===== config.mk =====
export PLATFORM = sky130hd
export DESIGN_NAME = ps_radd_top
export DESIGN_NICKNAME = d
export VERILOG_FILES = /design/src/rtl/ps_radd_pkg.sv /design/src/rtl/ps_valid_delay.sv /design/src/rtl/fp32_add_pipe.sv /design/src/rtl/ps_radd_top.sv
export SDC_FILE = /design/constraint.sdc
export NUM_CORES = 1
export LEC_CHECK = 0
export ABC_AREA = 1
export BUFFER_PORTS_ARGS = -buffer_cell sky130_fd_sc_hd__buf_4
export CELL_PAD_IN_SITES_DETAIL_PLACEMENT = 0
export CELL_PAD_IN_SITES_GLOBAL_PLACEMENT = 2
export CORE_MARGIN = 2
export CORE_UTILIZATION = 37
export CTS_BUF_LIST = sky130_fd_sc_hd__clkbuf_16
export DETAILED_ROUTE_END_ITERATION = 7
export GPL_ROUTABILITY_DRIVEN = 0
export GPL_TIMING_DRIVEN = 0
export PLACE_DENSITY = 0.8
export SLEW_MARGIN = 25
export SYNTH_ARGS = -nofsm -noshare
export SYNTH_HDL_FRONTEND = slang
export SYNTH_HIERARCHICAL = 1
export SYNTH_SLANG_ARGS = --single-unit

===== constraint.sdc =====
create_clock -name clk_i -period 17.55 [get_ports clk_i]
set_input_delay 2.6325 -clock clk_i [delete_from_list [all_inputs] [get_ports clk_i]]
set_output_delay 2.6325 -clock clk_i [all_outputs]
set_load 0.1 [all_outputs]

===== src/rtl/ps_radd_pkg.sv =====
package ps_radd_pkg;
  localparam int unsigned FP_W     = 32;
  localparam int unsigned EXP_W    = 8;
  localparam int unsigned FRAC_W   = 23;
  localparam int unsigned GRD_W    = 3;
  localparam int unsigned MANT_W   = FRAC_W + 1 + GRD_W;  // hidden + frac + guard/round/sticky
  localparam int unsigned LZ_W     = $clog2(MANT_W + 1);
  localparam int unsigned SE_W     = EXP_W + 2;           // signed working exponent
  localparam int unsigned LANES    = 2;
  localparam int unsigned PS_W     = LANES * FP_W;
  localparam int unsigned PIPE_LAT = 4;
  localparam logic [EXP_W-1:0] EXP_MAX = '1;
  localparam logic [FP_W-1:0]  QNAN    = 32'h7FC0_0000;

  function automatic logic fp_is_nan(input logic [FP_W-1:0] v);
    return (v[30:23] == EXP_MAX) && (v[22:0] != '0);
  endfunction

  function automatic logic fp_is_inf(input logic [FP_W-1:0] v);
    return (v[30:23] == EXP_MAX) && (v[22:0] == '0);
  endfunction

  function automatic logic fp_is_zero(input logic [FP_W-1:0] v);
    return v[30:23] == '0;  // denormals flushed
  endfunction

  function automatic logic [LZ_W-1:0] lzc(input logic [MANT_W-1:0] v);
    logic [LZ_W-1:0] c;
    logic            hit;
    c   = '0;
    hit = 1'b0;
    for (int i = MANT_W - 1; i >= 0; i--) begin
      if (!hit) begin
        if (v[i]) hit = 1'b1;
        else      c   = c + 1'b1;
      end
    end
    return c;
  endfunction
endpackage


===== src/rtl/ps_valid_delay.sv =====
module ps_valid_delay #(
  parameter int unsigned DEPTH = 4
) (
  input  logic clk_i,
  input  logic rst_ni,
  input  logic d_i,
  output logic q_o
);
  logic [DEPTH-1:0] sr_q;

  always_ff @(posedge clk_i or negedge rst_ni) begin
    if (!rst_ni) sr_q <= '0;
    else         sr_q <= {sr_q[DEPTH-2:0], d_i};
  end

  assign q_o = sr_q[DEPTH-1];
endmodule


===== src/rtl/fp32_add_pipe.sv =====
module fp32_add_pipe
  import ps_radd_pkg::*;
(
  input  logic            clk_i,
  input  logic            rst_ni,
  input  logic [FP_W-1:0] a_i,
  input  logic [FP_W-1:0] b_i,
  output logic [FP_W-1:0] sum_o
);
  // ---------------- stage 1: classify, order by magnitude
  logic            a_nan, b_nan, a_inf, b_inf, spec_c;
  logic [FP_W-1:0] spec_val_c, big_c, sml_c;
  logic [30:0]     a_mag, b_mag;

  always_comb begin
    a_nan = fp_is_nan(a_i);
    b_nan = fp_is_nan(b_i);
    a_inf = fp_is_inf(a_i);
    b_inf = fp_is_inf(b_i);
    spec_c = a_nan | b_nan | a_inf | b_inf;
    if (a_nan || b_nan || (a_inf && b_inf && (a_i[31] != b_i[31]))) spec_val_c = QNAN;
    else if (a_inf) spec_val_c = a_i;
    else            spec_val_c = b_i;
    a_mag = fp_is_zero(a_i) ? '0 : a_i[30:0];
    b_mag = fp_is_zero(b_i) ? '0 : b_i[30:0];
    if (b_mag > a_mag) begin
      big_c = {b_i[31], b_mag};
      sml_c = {a_i[31], a_mag};
    end else begin
      big_c = {a_i[31], a_mag};
      sml_c = {b_i[31], b_mag};
    end
  end

  logic              s1_sign, s1_sub, s1_zsign, s1_spec;
  logic [FP_W-1:0]   s1_spec_val;
  logic [EXP_W-1:0]  s1_exp, s1_diff;
  logic [MANT_W-1:0] s1_mb, s1_ms;

  always_ff @(posedge clk_i or negedge rst_ni) begin
    if (!rst_ni) begin
      s1_sign <= 1'b0; s1_sub <= 1'b0; s1_zsign <= 1'b0; s1_spec <= 1'b0;
      s1_spec_val <= '0; s1_exp <= '0; s1_diff <= '0; s1_mb <= '0; s1_ms <= '0;
    end else begin
      s1_sign     <= big_c[31];
      s1_sub      <= a_i[31] ^ b_i[31];
      s1_zsign    <= a_i[31] & b_i[31];
      s1_spec     <= spec_c;
      s1_spec_val <= spec_val_c;
      s1_exp      <= big_c[30:23];
      s1_diff     <= big_c[30:23] - sml_c[30:23];
      s1_mb       <= (big_c[30:23] == '0) ? '0 : {1'b1, big_c[22:0], {GRD_W{1'b0}}};
      s1_ms       <= (sml_c[30:23] == '0) ? '0 : {1'b1, sml_c[22:0], {GRD_W{1'b0}}};
    end
  end

  // ---------------- stage 2: align smaller operand, add or subtract
  logic [MANT_W-1:0] shifted_c, lost_c, aligned_c;
  logic [MANT_W:0]   sum_c;

  always_comb begin
    if (s1_diff >= EXP_W'(MANT_W)) begin
      shifted_c = '0;
      lost_c    = s1_ms;
    end else begin
      shifted_c = s1_ms >> s1_diff;
      lost_c    = s1_ms & ~({MANT_W{1'b1}} << s1_diff);
    end
    aligned_c = {shifted_c[MANT_W-1:1], shifted_c[0] | (|lost_c)};
    sum_c = s1_sub ? ({1'b0, s1_mb} - {1'b0, aligned_c})
                   : ({1'b0, s1_mb} + {1'b0, aligned_c});
  end

  logic              s2_sign, s2_zsign, s2_spec;
  logic [FP_W-1:0]   s2_spec_val;
  logic [EXP_W-1:0]  s2_exp;
  logic [MANT_W:0]   s2_sum;

  always_ff @(posedge clk_i or negedge rst_ni) begin
    if (!rst_ni) begin
      s2_sign <= 1'b0; s2_zsign <= 1'b0; s2_spec <= 1'b0;
      s2_spec_val <= '0; s2_exp <= '0; s2_sum <= '0;
    end else begin
      s2_sign     <= s1_sign;
      s2_zsign    <= s1_zsign;
      s2_spec     <= s1_spec;
      s2_spec_val <= s1_spec_val;
      s2_exp      <= s1_exp;
      s2_sum      <= sum_c;
    end
  end

  // ---------------- stage 3: normalize
  logic [LZ_W-1:0]   lz_c;
  logic [MANT_W-1:0] norm_c;
  logic signed [SE_W-1:0] nexp_c;

  always_comb begin
    lz_c = lzc(s2_sum[MANT_W-1:0]);
    if (s2_sum[MANT_W]) begin
      norm_c = {s2_sum[MANT_W:2], s2_sum[1] | s2_sum[0]};
      nexp_c = $signed({2'b00, s2_exp}) + 10'sd1;
    end else begin
      norm_c = s2_sum[MANT_W-1:0] << lz_c;
      nexp_c = $signed({2'b00, s2_exp}) - $signed({{(SE_W-LZ_W){1'b0}}, lz_c});
    end
  end

  logic              s3_sign, s3_zsign, s3_spec, s3_zero;
  logic [FP_W-1:0]   s3_spec_val;
  logic [MANT_W-1:0] s3_n;
  logic signed [SE_W-1:0] s3_e;

  always_ff @(posedge clk_i or negedge rst_ni) begin
    if (!rst_ni) begin
      s3_sign <= 1'b0; s3_zsign <= 1'b0; s3_spec <= 1'b0; s3_zero <= 1'b0;
      s3_spec_val <= '0; s3_n <= '0; s3_e <= '0;
    end else begin
      s3_sign     <= s2_sign;
      s3_zsign    <= s2_zsign;
      s3_spec     <= s2_spec;
      s3_zero     <= (s2_sum == '0);
      s3_spec_val <= s2_spec_val;
      s3_n        <= norm_c;
      s3_e        <= nexp_c;
    end
  end

  // ---------------- stage 4: round to nearest even, pack
  logic                    rnd_up_c;
  logic [FRAC_W+1:0]       mant_c;
  logic [FRAC_W-1:0]       frac_c;
  logic signed [SE_W-1:0]  fexp_c;
  logic [FP_W-1:0]         res_c;

  always_comb begin
    rnd_up_c = s3_n[2] & (s3_n[1] | s3_n[0] | s3_n[3]);
    mant_c   = {1'b0, s3_n[MANT_W-1:GRD_W]} + {{(FRAC_W+1){1'b0}}, rnd_up_c};
    fexp_c   = s3_e + $signed({{(SE_W-1){1'b0}}, mant_c[FRAC_W+1]});
    frac_c   = mant_c[FRAC_W+1] ? mant_c[FRAC_W:1] : mant_c[FRAC_W-1:0];
    if (s3_spec)                 res_c = s3_spec_val;
    else if (s3_zero)            res_c = {s3_zsign, 31'd0};
    else if (fexp_c >= 10'sd255) res_c = {s3_sign, EXP_MAX, {FRAC_W{1'b0}}};
    else if (fexp_c <= 10'sd0)   res_c = {s3_sign, 31'd0};
    else                         res_c = {s3_sign, fexp_c[EXP_W-1:0], frac_c};
  end

  always_ff @(posedge clk_i or negedge rst_ni) begin
    if (!rst_ni) sum_o <= '0;
    else         sum_o <= res_c;
  end
endmodule


===== src/rtl/ps_radd_top.sv =====
module ps_radd_top
  import ps_radd_pkg::*;
(
  input  logic            clk_i,
  input  logic            rst_ni,
  input  logic            valid_i,
  input  logic [PS_W-1:0] src_hi_i,
  input  logic [PS_W-1:0] src_lo_i,
  output logic            valid_o,
  output logic [PS_W-1:0] res_o
);
  logic [LANES-1:0][PS_W-1:0] ops;
  assign ops = {src_hi_i, src_lo_i};  // lane 1 = upper result half

  for (genvar g = 0; g < LANES; g++) begin : g_lane
    fp32_add_pipe u_add (
      .clk_i (clk_i),
      .rst_ni(rst_ni),
      .a_i   (ops[g][PS_W-1:FP_W]),
      .b_i   (ops[g][FP_W-1:0]),
      .sum_o (res_o[g*FP_W +: FP_W])
    );
  end

  ps_valid_delay #(.DEPTH(PIPE_LAT)) u_vld (
    .clk_i (clk_i),
    .rst_ni(rst_ni),
    .d_i   (valid_i),
    .q_o   (valid_o)
  );
endmodule


Yosys cells after proc, flatten, opt, wreduce, memory -nomap -nowiden
Cells that the tools add are included.

operators by class
  equal/unequal tests = 6
  magnitude comparators = 8
  reductions and logical operators = 36
  muxes and demuxes = 244
  bitwise logic cells = 24
  shift operators = 6
  add/subtract/negate cells = 66

operator list
  kind                                               number
  two-way mux 5 bit                                  104
  two-way mux 32 bit                                 10
  two-way mux 31 bit                                 10
  two-way mux 27 bit                                 10
  adder 5 x 1 -> 5 bit, second input constant        50
  two-way mux 1 bit                                  104
  logical NOT 23 bit                                 4
  nonzero test 23 bit                                4
  logical NOT 8 bit                                  8
  > comparator 31 bit                                2
  adder 27 x 27 -> 28 bit                            2
  logical NOT 28 bit                                 2
  two-way mux 28 bit                                 2
  subtractor 27 x 27 -> 28 bit                       2
  AND 27 bit                                         2
  NOT 27 bit                                         2
  OR reduction 27 bit                                2
  left shift 27 x 5 -> 27 bit                        2
  left shift 27 x 8 -> 27 bit, first input constant  2
  right shift 27 x 8 -> 27 bit                       2
  adder 24 x 1 -> 25 bit                             2
  two-way mux 23 bit                                 2
  == test 8 bit, second input constant               4
  adder 10 x 2 -> 10 bit                             2
  14 further kinds                                   54

storage, ports and cells
  register bits after elaboration = 568
  input port bits = 131
  output and inout bits = 65
  word-level logic and storage cells = 437

Logic depth before layout (Yosys ltp)
Gate-level depths: netlist of run 1.

  word-level depth = 81
  mapped depth = 110
  depth with buffers taken out = 109

By module
The synthesis of run 1 kept the hierarchy.

modules (own cells, without submodules)
  module                           cells each  instances  area each (um2)  sequential area each (um2)
  fp32_add_pipe (g_lane[0].u_add)  2,590       1          18,890.6         6,906.6
  fp32_add_pipe (g_lane[1].u_add)  2,536       1          18,577.8         6,906.6
  ps_valid_delay                   4           1          100.1            100.1

Worst setup path after synthesis of run 1
OpenSTA, ideal clock, no wires.

  kind = reg-to-reg
  start point = reg g_lane[0].u_add.s2_sum[25]
  end point = reg g_lane[0].u_add.s3_e[5]
  setup slack = 2.953 ns
  cell stages (with the launch flop) = 100
  arrival time = 14.468 ns
  path buffers = 1
  data required time = 17.421 ns
  period minus slack after synthesis = 14.597 ns
  setup time = 0.129 ns
  cells stage by stage = dfrtp_1 > nor2_4 > nand2_1 > inv_2 > nor2_1 > inv_2 > ha_1 > nor3_1 > nor2_1 > ha_1 > inv_1 > a31oi_1 > nand2_1 > inv_1 > ha_1 > nand2_1 > nand2_1 > ha_1 > [... 64 more ...] > ha_1 > or2_1 > nand2_1 > inv_1 > ha_1 > nand2_1 > inv_1 > nand3_4 > nand2_2 > buf_4 > ha_1 > nand2_1 > nor2_1 > a211oi_1 > or2_2 > a21boi_0 > o22ai_1 > xor2_1

on the way
  cells in the longest elaborated chain, start to end = 79
  elaborated cells between the ends (all ways) = 105
  those cells by class = 26 x add/sub; 79 x mux

RTL lines
  element                        RTL line              text
  start, declared                fp32_add_pipe.sv:77   logic [MANT_W:0] s2_sum;
  start signal, assigned         fp32_add_pipe.sv:89   s2_sum <= sum_c;
  two-way mux 5 bit              ps_radd_pkg.sv:34     if (v[i]) hit = 1'b1;
  two-way mux 5 bit              ps_radd_pkg.sv:33     if (!hit) begin
  adder 5 x 1 -> 5 bit           ps_radd_pkg.sv:35     else c = c + 1'b1;
  two-way mux 5 bit              ps_radd_pkg.sv:34
  two-way mux 5 bit              ps_radd_pkg.sv:33
  adder 5 x 1 -> 5 bit           ps_radd_pkg.sv:35
  two-way mux 5 bit              ps_radd_pkg.sv:34
  two-way mux 5 bit              ps_radd_pkg.sv:33
  [... 64 more ...]              -
  two-way mux 5 bit              ps_radd_pkg.sv:34
  two-way mux 5 bit              ps_radd_pkg.sv:33
  adder 5 x 1 -> 5 bit           ps_radd_pkg.sv:35
  two-way mux 5 bit              ps_radd_pkg.sv:34
  two-way mux 5 bit (*)          ps_radd_pkg.sv:33
  subtractor 8 x 5 -> 9 bit (*)  fp32_add_pipe.sv:105  nexp_c = $signed({2'b00, s2_exp}) - $signed({{(SE_W-LZ_W){1'b0}}, lz_c});
  two-way mux 10 bit (*)         fp32_add_pipe.sv:100  if (s2_sum[MANT_W]) begin
  via g_lane[0].u_add.nexp_c[5]  fp32_add_pipe.sv:96   logic signed [SE_W-1:0] nexp_c;
  end signal, assigned           fp32_add_pipe.sv:125  s3_e <= nexp_c;
  end, declared                  fp32_add_pipe.sv:112  logic signed [SE_W-1:0] s3_e;

The timed path passes the listed nets; every way through them passes the cells marked *.

Final worst setup path of run 1
  start point = reg g_lane[0].u_add.s2_sum[24]
  end point = reg g_lane[0].u_add.s3_e[7]

on the way
  cells in the longest elaborated chain, start to end = 76
  elaborated cells between the ends (all ways) = 101
  those cells by class = 25 x add/sub; 76 x mux

RTL lines
  element                        RTL line
  two-way mux 5 bit              ps_radd_pkg.sv:34
  two-way mux 5 bit              ps_radd_pkg.sv:33
  adder 5 x 1 -> 5 bit           ps_radd_pkg.sv:35
  two-way mux 5 bit              ps_radd_pkg.sv:34
  two-way mux 5 bit              ps_radd_pkg.sv:33
  adder 5 x 1 -> 5 bit           ps_radd_pkg.sv:35
  two-way mux 5 bit              ps_radd_pkg.sv:34
  two-way mux 5 bit              ps_radd_pkg.sv:33
  [... 61 more ...]              -
  two-way mux 5 bit              ps_radd_pkg.sv:34
  two-way mux 5 bit              ps_radd_pkg.sv:33
  adder 5 x 1 -> 5 bit           ps_radd_pkg.sv:35
  two-way mux 5 bit              ps_radd_pkg.sv:34
  two-way mux 5 bit (*)          ps_radd_pkg.sv:33
  subtractor 8 x 5 -> 9 bit (*)  fp32_add_pipe.sv:105
  two-way mux 10 bit (*)         fp32_add_pipe.sv:100
  via g_lane[0].u_add.nexp_c[7]  fp32_add_pipe.sv:96

Marked as above.

==> metrics.log, run 1 <==
[metrics] area of all placed cells without fillers: between 40000 and 50000 µm²
[metrics] share of final-layout standard cells stronger than drive strength 1: 0.111
[metrics] Post-CTS Hold Buffers: 0
[metrics] Resize count post-CTS: 0
[metrics] root buffer cell: sky130_fd_sc_hd__clkbuf_16
[metrics] routed len/inst: 18.8 µm
[metrics] CP required: 18070 ps
[metrics] run status: finished, final reports clean
[metrics] Achievable Freq: 62.3 MHz
[metrics] final max-slew violation count: 0
[metrics] part of the total power dissipated in the clock network: 0.213
[metrics] Synth Area per Inst: roughly 7.3 µm²
[metrics] Seq cells post-synth: about 560
[metrics] via count of the first global-routing pass: 33000
[metrics] Layout area overhead: 15.2%
[metrics] detailed-route DRC error count: 0
[metrics] internal power summed over all cells: approximately 3.4 mW
[metrics] TritonCTS clock tree: done
[metrics] maximum clock insertion buffer count: 3
[metrics] switching power summed over all nets: about 3.4 mW
[metrics] num ports: 196
[metrics] per-cell via count in the routed design: slightly above 5
[metrics] post-synth design cell area: 37600 µm²
[metrics] Synth Area in Compound Gates: 0.135
[metrics] setup skew after layout: between 20 and 30 ps
[metrics] share of synthesized registers carrying an async set or reset: 1.00
[metrics] Synth cell types: 81
[metrics] area of the core: roughly 100000 µm²
[metrics] global route overflow: 0
[metrics] hold violation total from the final report: 0
[metrics] CTS Buf Count: 66
[metrics] Reg power frac: 0.274
[metrics] clock input transition at the sequential cells of the worst setup and hold paths: around 60 ps
[metrics] Slew Limit Headroom: 0.279
[metrics] syn nets: approximately 5400
[metrics] CTS HTree Levels: 3
[metrics] Hold Path Class: flip-flop to flip-flop
[metrics] actual transition at the worst max-transition pin: 1070 ps
[metrics] total setup violations reported at the end of the flow: 0
[metrics] Die Wd: approximately 320 µm
[metrics] number of DRC violations after detailed-routing iteration 0: between 2000 and 3000
[metrics] unrepaired setup endpoints after global routing: false
[metrics] total negative slack for setup checks: 0 ps
[metrics] commonest register cell after synthesis: sky130_fd_sc_hd__dfrtp_1
[metrics] power density of the placed cells: approximately 160 nW/µm²
[metrics] Global Route Usage Sum: 0.246
[metrics] sink count of the clock tree: 556
[metrics] Worst Setup Path Type: flip-flop to flip-flop
[metrics] CP arrival: 16560 ps
[metrics] leakage power figure: 21.7 nW
[metrics] Worst Reg2Reg Path Length in Cells: 99
[metrics] Die Y-Extent: roughly 320 µm
[metrics] post-detailed-route count of antenna-violating nets: 0
[metrics] hold-critical path depth: 0
[metrics] crit path launch type: flip-flop
[metrics] number of enable flip-flop cells after synthesis: 0
[metrics] placed standard-cell area: just over 40000 µm²
[metrics] max-cap check violation count: 0
[metrics] max incr delay on CP: 460 ps
[metrics] number of port buffers: roughly 200
[metrics] number of antenna violations at the first check in global routing: 5
[metrics] clock insertion delay at the later pin of the skew report: around 640 ps
[metrics] count of buffers added by post-CTS timing repair for setup: 0
[metrics] Layout fillers: around 11000
[metrics] Die Outline Area: about 100000 µm²
[metrics] share of the clock period used by the worst path after layout: 0.914
[metrics] Starting Density: 0.374
[metrics] maximum number of pins on one net before global-route repair: around 100
[metrics] Critical Path End Type: flip-flop
[metrics] commonest non-fill, non-tap cell in the layout: sky130_fd_sc_hd__nand2_1
[metrics] final wirelength: roughly 130000 µm
[metrics] largest family of logic cells by synthesized area: simple AND/OR/NAND/NOR gates
[metrics] logic gate share of total power: 0.512
[metrics] simple-gate share of the synthesized area: 0.283
[metrics] mux contribution to synthesized area: 0.00799
[metrics] sequential element share of the synthesized area: 0.370
[metrics] Max VDD drop: 0.000161 V
[metrics] first-pass GRT wire length: between 150000 and 200000 µm
[metrics] share of total power consumed by net switching: 0.494
[metrics] xor-xnor portion of the synthesized cell area: 0.0433
[metrics] number of nets at the end of the flow: 5716
[metrics] Initial DRT Pass Iterations: 6
[metrics] commonest non-fill, non-tap cells in the layout: sky130_fd_sc_hd__nand2_1, sky130_fd_sc_hd__inv_1, sky130_fd_sc_hd__dfrtp_1
[metrics] synthesized instance count: 5130
[metrics] adder-cell area share of the yosys netlist: 0.0623
[metrics] final critical delay including setup and external delays: around 16000 ps
[metrics] crit path max fanout: 10
[metrics] yosys warns: 6
[metrics] row count: approximately 120
[metrics] placed wire-length estimate: around 110000 µm
[metrics] CP dominant cell by count: sky130_fd_sc_hd__nand2_1
[metrics] vias post-DR: roughly 34000
[metrics] highest-delay cell along the critical path: sky130_fd_sc_hd__dfrtp_1
metrics by stage:
stage	utilization	setup WS, ps	hold WS (ps)	total power, mW	std cells
floorplan	-	2950	331	4.25	5130
global placement	0.406	1620	332	5.35	6682
detailed placement	0.407	1540	335	5.34	6688
CTS	0.431	1490	333	6.83	6809
global route	0.431	111	344	7.32	6809
finish	0.431	1500	333	6.80	6810
cell type report:
type | count | area [µm²] | share of cell area
multi-input combinational | 3634 | 20000 | 0.462
inverter | 777 | 2920 | 0.0676
clock buffer | 67 | 1680 | 0.0388
timing repair buffer | 201 | 1640 | 0.0378
antenna | 1 | 2.50 | 0.0000578
buffer | 163 | 769 | 0.0178
tap | 1357 | 1700 | 0.0392
sequential | 556 | 13900 | 0.322
clock inverter | 54 | 664 | 0.0154
sequential cells by signal (all words and copies together) (netlist names), 4 cells and up:
name	cells
u_vld/sr_q	4
g_lane.u_add/s1_mb	48
g_lane.u_add/s3_e	20
g_lane.u_add/s1_diff	16
g_lane.u_add/s2_sum	56
g_lane.u_add/s1_ms	48
g_lane.u_add/s2_spec_val	64
g_lane.u_add/s3_spec_val	64
g_lane.u_add/s2_exp	16
g_lane.u_add/sum_o	64
g_lane.u_add/s1_exp	16
g_lane.u_add/s1_spec_val	64
g_lane.u_add/s3_n	54
logic make-up (layout without fill, tap and decap cells):
logic type | count (synthesis) | in the layout
simple gates | 2333 | 2333
buf+inv | 940 | 1262
compound gates | 900 | 900
flops | 556 | 556
fa+ha+maj | 186 | 186
xor+xnor | 185 | 185
mux | 30 | 30
other cells | 0 | 1
Yosys cell counts, drive strengths merged, types with 9 or more instances:
cell | n | area [µm²]
a21oi | 169 | 850
a22o | 16 | 140
a31oi | 20 | 125
a32o | 14 | 140
buf | 54 | 360
clkbuf | 109 | 409
dfrtp | 556 | 13900
ha | 184 | 2300
inv | 771 | 2900
mux2i | 30 | 300
nand2 | 1301 | 5150
nand3 | 323 | 1900
nand3b | 11 | 86.3
nand4 | 83 | 556
nor2 | 439 | 1950
nor3 | 102 | 515
nor4 | 39 | 244
o211ai | 27 | 203
o21a | 16 | 120
o21ai | 542 | 2720
o21bai | 9 | 67.6
o221ai | 11 | 96.3
o22ai | 14 | 87.6
o31ai | 18 | 135
or2 | 20 | 125
xnor2 | 44 | 385
xor2 | 141 | 1240
worst max-delay path: cells and delay by family (launching register included):
family,cells,cell delay [ps]
xor gates and xnor gates,1,160
buffers and inverters,20,1270
DFF,1,460
adders and majority gates,25,6660
AOI/OAI and AO/OA,13,2270
and+or+nand+nor,40,5070
per-layer routing:
| layer | GRT usage | wire [µm] | vias up |
|---|---|---|---|
| met4 | 0.0667 | 3060 | 0 |
| met3 | 0.0272 | 5970 | 163 |
| li1 | - | - | 17200 |
| met1 | 0.376 | 65100 | 16000 |
| met2 | 0.364 | 53900 | 878 |
| met5 | 0 | 0 | - |
path summary, 6_finish.rpt:
| kind | slack (ps) | to | from |
|---|---|---|---|
| setup / recovery | 1500 | g_lane[0].u_add/s3_e[7] | g_lane[0].u_add/s2_sum[24] |
| hold / removal | 330 | g_lane[1].u_add/s2_spec_val[16] | g_lane[1].u_add/s1_spec_val[16] |
| setup reg to reg | 1500 | g_lane[0].u_add/s3_e[7] | g_lane[0].u_add/s2_sum[24] |
| hold reg to reg | 330 | g_lane[1].u_add/s2_spec_val[16] | g_lane[1].u_add/s1_spec_val[16] |
| max in group asynchronous | 14040 | g_lane[0].u_add/s1_spec_val[4] | rst_ni |
| min in group asynchronous | 1850 | g_lane[0].u_add/s1_diff[1] | rst_ni |
power groups by stage:
stage	sequential [mW]	clock, mW	combinational (mW)
2_1_floorplan	2.27	0	1.98
4_1_cts	1.87	1.49	3.47
5_1_grt	1.90	1.55	3.87
6_report	1.87	1.45	3.49
3_5_place_dp	1.88	0	3.45
3_3_place_gp	1.89	0	3.46
Note: power is estimated with default switching activity, not from simulation.
==> inputs of run 2 (changes only) <==
--- a/config.mk
+++ b/config.mk
@@ -10,12 +10,12 @@
 export CELL_PAD_IN_SITES_DETAIL_PLACEMENT = 0
 export CELL_PAD_IN_SITES_GLOBAL_PLACEMENT = 2
 export CORE_MARGIN = 2
-export CORE_UTILIZATION = 37
+export CORE_UTILIZATION = 33
 export CTS_BUF_LIST = sky130_fd_sc_hd__clkbuf_16
 export DETAILED_ROUTE_END_ITERATION = 7
 export GPL_ROUTABILITY_DRIVEN = 0
 export GPL_TIMING_DRIVEN = 0
-export PLACE_DENSITY = 0.8
+export PLACE_DENSITY = 0.75
 export SLEW_MARGIN = 25
 export SYNTH_ARGS = -nofsm -noshare
 export SYNTH_HDL_FRONTEND = slang
==> constraint.sdc (replaced) <==
create_clock -name clk_i -period 13.6 [get_ports clk_i]
set_input_delay 2.04 -clock clk_i [delete_from_list [all_inputs] [get_ports clk_i]]
set_output_delay 2.04 -clock clk_i [all_outputs]
set_load 0.1 [all_outputs]
==> metrics.log, run 2 (same netlist as run 1, synthesis figures left out) <==
[metrics] CTS Buf Count: 66 (unchanged)
[metrics] switching power summed over all nets: 4.86 mW (was 3.36 mW)
[metrics] clock input transition at the sequential cells of the worst setup and hold paths: 60 ps (about the same)
[metrics] post-detailed-route count of antenna-violating nets: 0 (unchanged)
[metrics] detailed-route DRC error count: 0 (unchanged)
[metrics] multi-input combinational cell area: 21800 µm² (was 20000 µm²)
[metrics] crit path launch type: flip-flop (unchanged)
[metrics] highest-delay cell along the critical path: sky130_fd_sc_hd__dfrtp_2 (was sky130_fd_sc_hd__dfrtp_1)
[metrics] Slew Limit Headroom: 0.241 (was 0.279)
[metrics] Starting Density: 0.333 (was 0.374)
[metrics] Critical Path End Type: flip-flop (unchanged)
[metrics] maximum number of pins on one net before global-route repair: 100 (was 101)
[metrics] leakage power figure: 22.6 nW (was 21.7 nW)
[metrics] CTS HTree Levels: 3 (unchanged)
[metrics] crit path max fanout: 5 (was 10)
[metrics] CP required: 14160 ps (was 18070 ps)
[metrics] commonest non-fill, non-tap cells in the layout: sky130_fd_sc_hd__nand2_1, sky130_fd_sc_hd__inv_1, sky130_fd_sc_hd__dfrtp_1 (unchanged)
[metrics] run status: finished, violations left (was finished, final reports clean)
[metrics] share of final-layout standard cells stronger than drive strength 1: 0.185 (was 0.111)
[metrics] total power: 9.82 mW (was 6.80 mW)
[metrics] hold violation total from the final report: 0 (unchanged)
[metrics] Hold Path Class: flip-flop to flip-flop (unchanged)
[metrics] vias post-DR: 35000 (was 34300)
[metrics] num ports: 196 (unchanged)
[metrics] row count: 123 (was 116)
[metrics] area of all placed cells without fillers: 46200 µm² (was 43300 µm²)
[metrics] CP dominant cell by count: sky130_fd_sc_hd__nand2_1 (unchanged)
[metrics] per-cell via count in the routed design: 4.95 (was 5.03)
[metrics] total setup violations reported at the end of the flow: 24 (was 0)
[metrics] setup skew after layout: 28.0 ps (was 26.0 ps)
[metrics] Post-CTS Hold Buffers: 0 (unchanged)
[metrics] routed len/inst: 19.1 µm (was 18.8 µm)
[metrics] number of DRC violations after detailed-routing iteration 0: 2510 (was 2889)
[metrics] sink count of the clock tree: 556 (unchanged)
[metrics] commonest non-fill, non-tap cell in the layout: sky130_fd_sc_hd__nand2_1 (unchanged)
[metrics] Achievable Freq: 71.5 MHz (was 62.3 MHz)
[metrics] Setup WS pre-CTS: -1490 ps (was 1540 ps)
[metrics] violated checks: setup timing
[metrics] first-pass GRT wire length: 204000 µm (was 196000 µm)
[metrics] number of port buffers: 195 (unchanged)
[metrics] placed wire-length estimate: 110000 µm (was 106000 µm)
[metrics] final critical delay including setup and external delays: 13980 ps (was 16050 ps)
[metrics] Layout fillers: 11900 (was 10700)
[metrics] Reg power frac: 0.248 (was 0.274)
[metrics] Worst Setup Path Type: flip-flop to flip-flop (unchanged)
[metrics] CP arrival: 14540 ps (was 16560 ps)
[metrics] least setup slack across all paths after layout: -385 ps (was 1500 ps)
[metrics] share of total power consumed by net switching: 0.496 (was 0.494)
[metrics] number of antenna violations at the first check in global routing: 11 (was 5)
[metrics] unrepaired setup endpoints after global routing: true (was false)
[metrics] part of the total power dissipated in the clock network: 0.177 (was 0.213)
[metrics] Initial DRT Pass Iterations: 6 (unchanged)
[metrics] power density of the placed cells: 212 nW/µm² (was 157 nW/µm²)
[metrics] max-cap check violation count: 0 (unchanged)
[metrics] actual transition at the worst max-transition pin: 1130 ps (was 1070 ps)
[metrics] Max VDD drop: 0.000202 V (was 0.000161 V)
[metrics] Layout area overhead: 23.1% (was 15.2%)
[metrics] logic gate share of total power: 0.575 (was 0.512)
[metrics] Worst Hold Slack: 331 ps (was 333 ps)
[metrics] number of nets at the end of the flow: 5825 (was 5716)
[metrics] clock insertion delay at the later pin of the skew report: 640 ps (about the same)
[metrics] share of the clock period used by the worst path after layout: 1.03 (was 0.914)
[metrics] Global Route Usage Sum: 0.227 (was 0.246)
[metrics] Die Wd: 341 µm (was 323 µm)
[metrics] via count of the first global-routing pass: 34100 (was 33000)
[metrics] area of the core: 113000 µm² (was 100000 µm²)
[metrics] max incr delay on CP: 460 ps (about the same)
[metrics] Die Y-Extent: 341 µm (was 323 µm)
[metrics] placed standard-cell area: 41300 µm² (was 40900 µm²)
[metrics] final max-slew violation count: 0 (unchanged)
[metrics] root buffer cell: sky130_fd_sc_hd__clkbuf_16 (unchanged)
[metrics] Die Outline Area: 117000 µm² (was 104000 µm²)
[metrics] final wirelength: 135000 µm (was 128000 µm)
[metrics] global route overflow: 0 (unchanged)
[metrics] TritonCTS clock tree: done (unchanged)
[metrics] Reg area: 13900 µm² (about the same)
[metrics] internal power summed over all cells: 4.95 mW (was 3.44 mW)
[metrics] maximum clock insertion buffer count: 3 (unchanged)
## run 2: cell count changes in the layout (fill, tap and decap cells not counted), sizes merged
cell / before / now
clkinv: 27 / 36
clkbuf: 176 / 185
buf: 255 / 355
nand2: 1301 / 1302
diode: 1 / 2
inv: 789 / 783
bufinv: 10 / 4
## run 2: critical path, delay by kind of cell (launching register included)
kind                     cells  cell delay (ps)
buffers and inverters       26             1530
AND/OR/NAND/NOR             36             2970
adder cells (fa/ha/maj)     25             6170
flip-flops                   1              460
XOR/XNOR                     1              160
AO/OA/AOI/OAI               21             2630
## run 2: path summary, 6_finish.rpt
kind | cells after the start | from | slack [ps] | endpoint
setup reg to reg | 109 | g_lane[1].u_add/s2_sum[25] | -380 | g_lane[1].u_add/s3_e[7]
hold reg to reg | 0 | g_lane[1].u_add/s2_spec_val[19] | 330 | g_lane[1].u_add/s3_spec_val[19]
max in group asynchronous | 5 | rst_ni | 10280 | g_lane[0].u_add/s2_spec_val[4]
setup / recovery | 109 | g_lane[1].u_add/s2_sum[25] | -380 | g_lane[1].u_add/s3_e[7]
hold / removal | 0 | g_lane[1].u_add/s2_spec_val[19] | 330 | g_lane[1].u_add/s3_spec_val[19]
min in group asynchronous | 1 | rst_ni | 1300 | g_lane[0].u_add/s1_ms[26]
## run 2: per-layer routing
layer | part of all wire | track usage
met1 | 0.50 | 0.337
met2 | 0.43 | 0.345
met3 | 0.043 | 0.0269
met4 | 0.025 | 0.0635
met5 | 0 | 0
## run 2: layout make-up
cell class              count  share of cell area
well taps                1500              0.0406
plain buffers             162              0.0191
diodes                      2            0.000108
multi-input cells        3635               0.471
repair buffers            310              0.0583
clock buffers              68              0.0368
clock inverters            51             0.00945
flip-flops and latches    556               0.301
inverters                 777              0.0638
## run 2: stage by stage
| stage | cells | util | TNS [ps] |
|---|---|---|---|
| after floorplan | 5130 | - | -108 |
| after global placement | 6825 | 0.365 | -54200 |
| after detailed placement | 6831 | 0.367 | -56360 |
| after CTS | 6985 | 0.393 | -19590 |
| after global routing | 7059 | 0.410 | -55720 |
| final | 7061 | 0.410 | -2700 |
## run 2: power groups by stage
stage | combinational [mW] | clock, mW | sequential (mW)
6_report | 5.64 | 1.74 | 2.43
5_1_grt | 6.18 | 1.87 | 2.47
4_1_cts | 4.89 | 1.80 | 2.43
3_5_place_dp | 4.56 | 0 | 2.45
3_3_place_gp | 4.57 | 0 | 2.45
2_1_floorplan | 2.63 | 0 | 2.94
## run 2: what timing repair did
| item | CTS | global route |
|---|---|---|
| endpoints found under the setup margin | 72 | 72 |
| gates resized for setup | 150 | 316 |
| gates cloned | 1 | 8 |
| setup buffers | 34 | 70 |
| pin swaps | 73 | 158 |
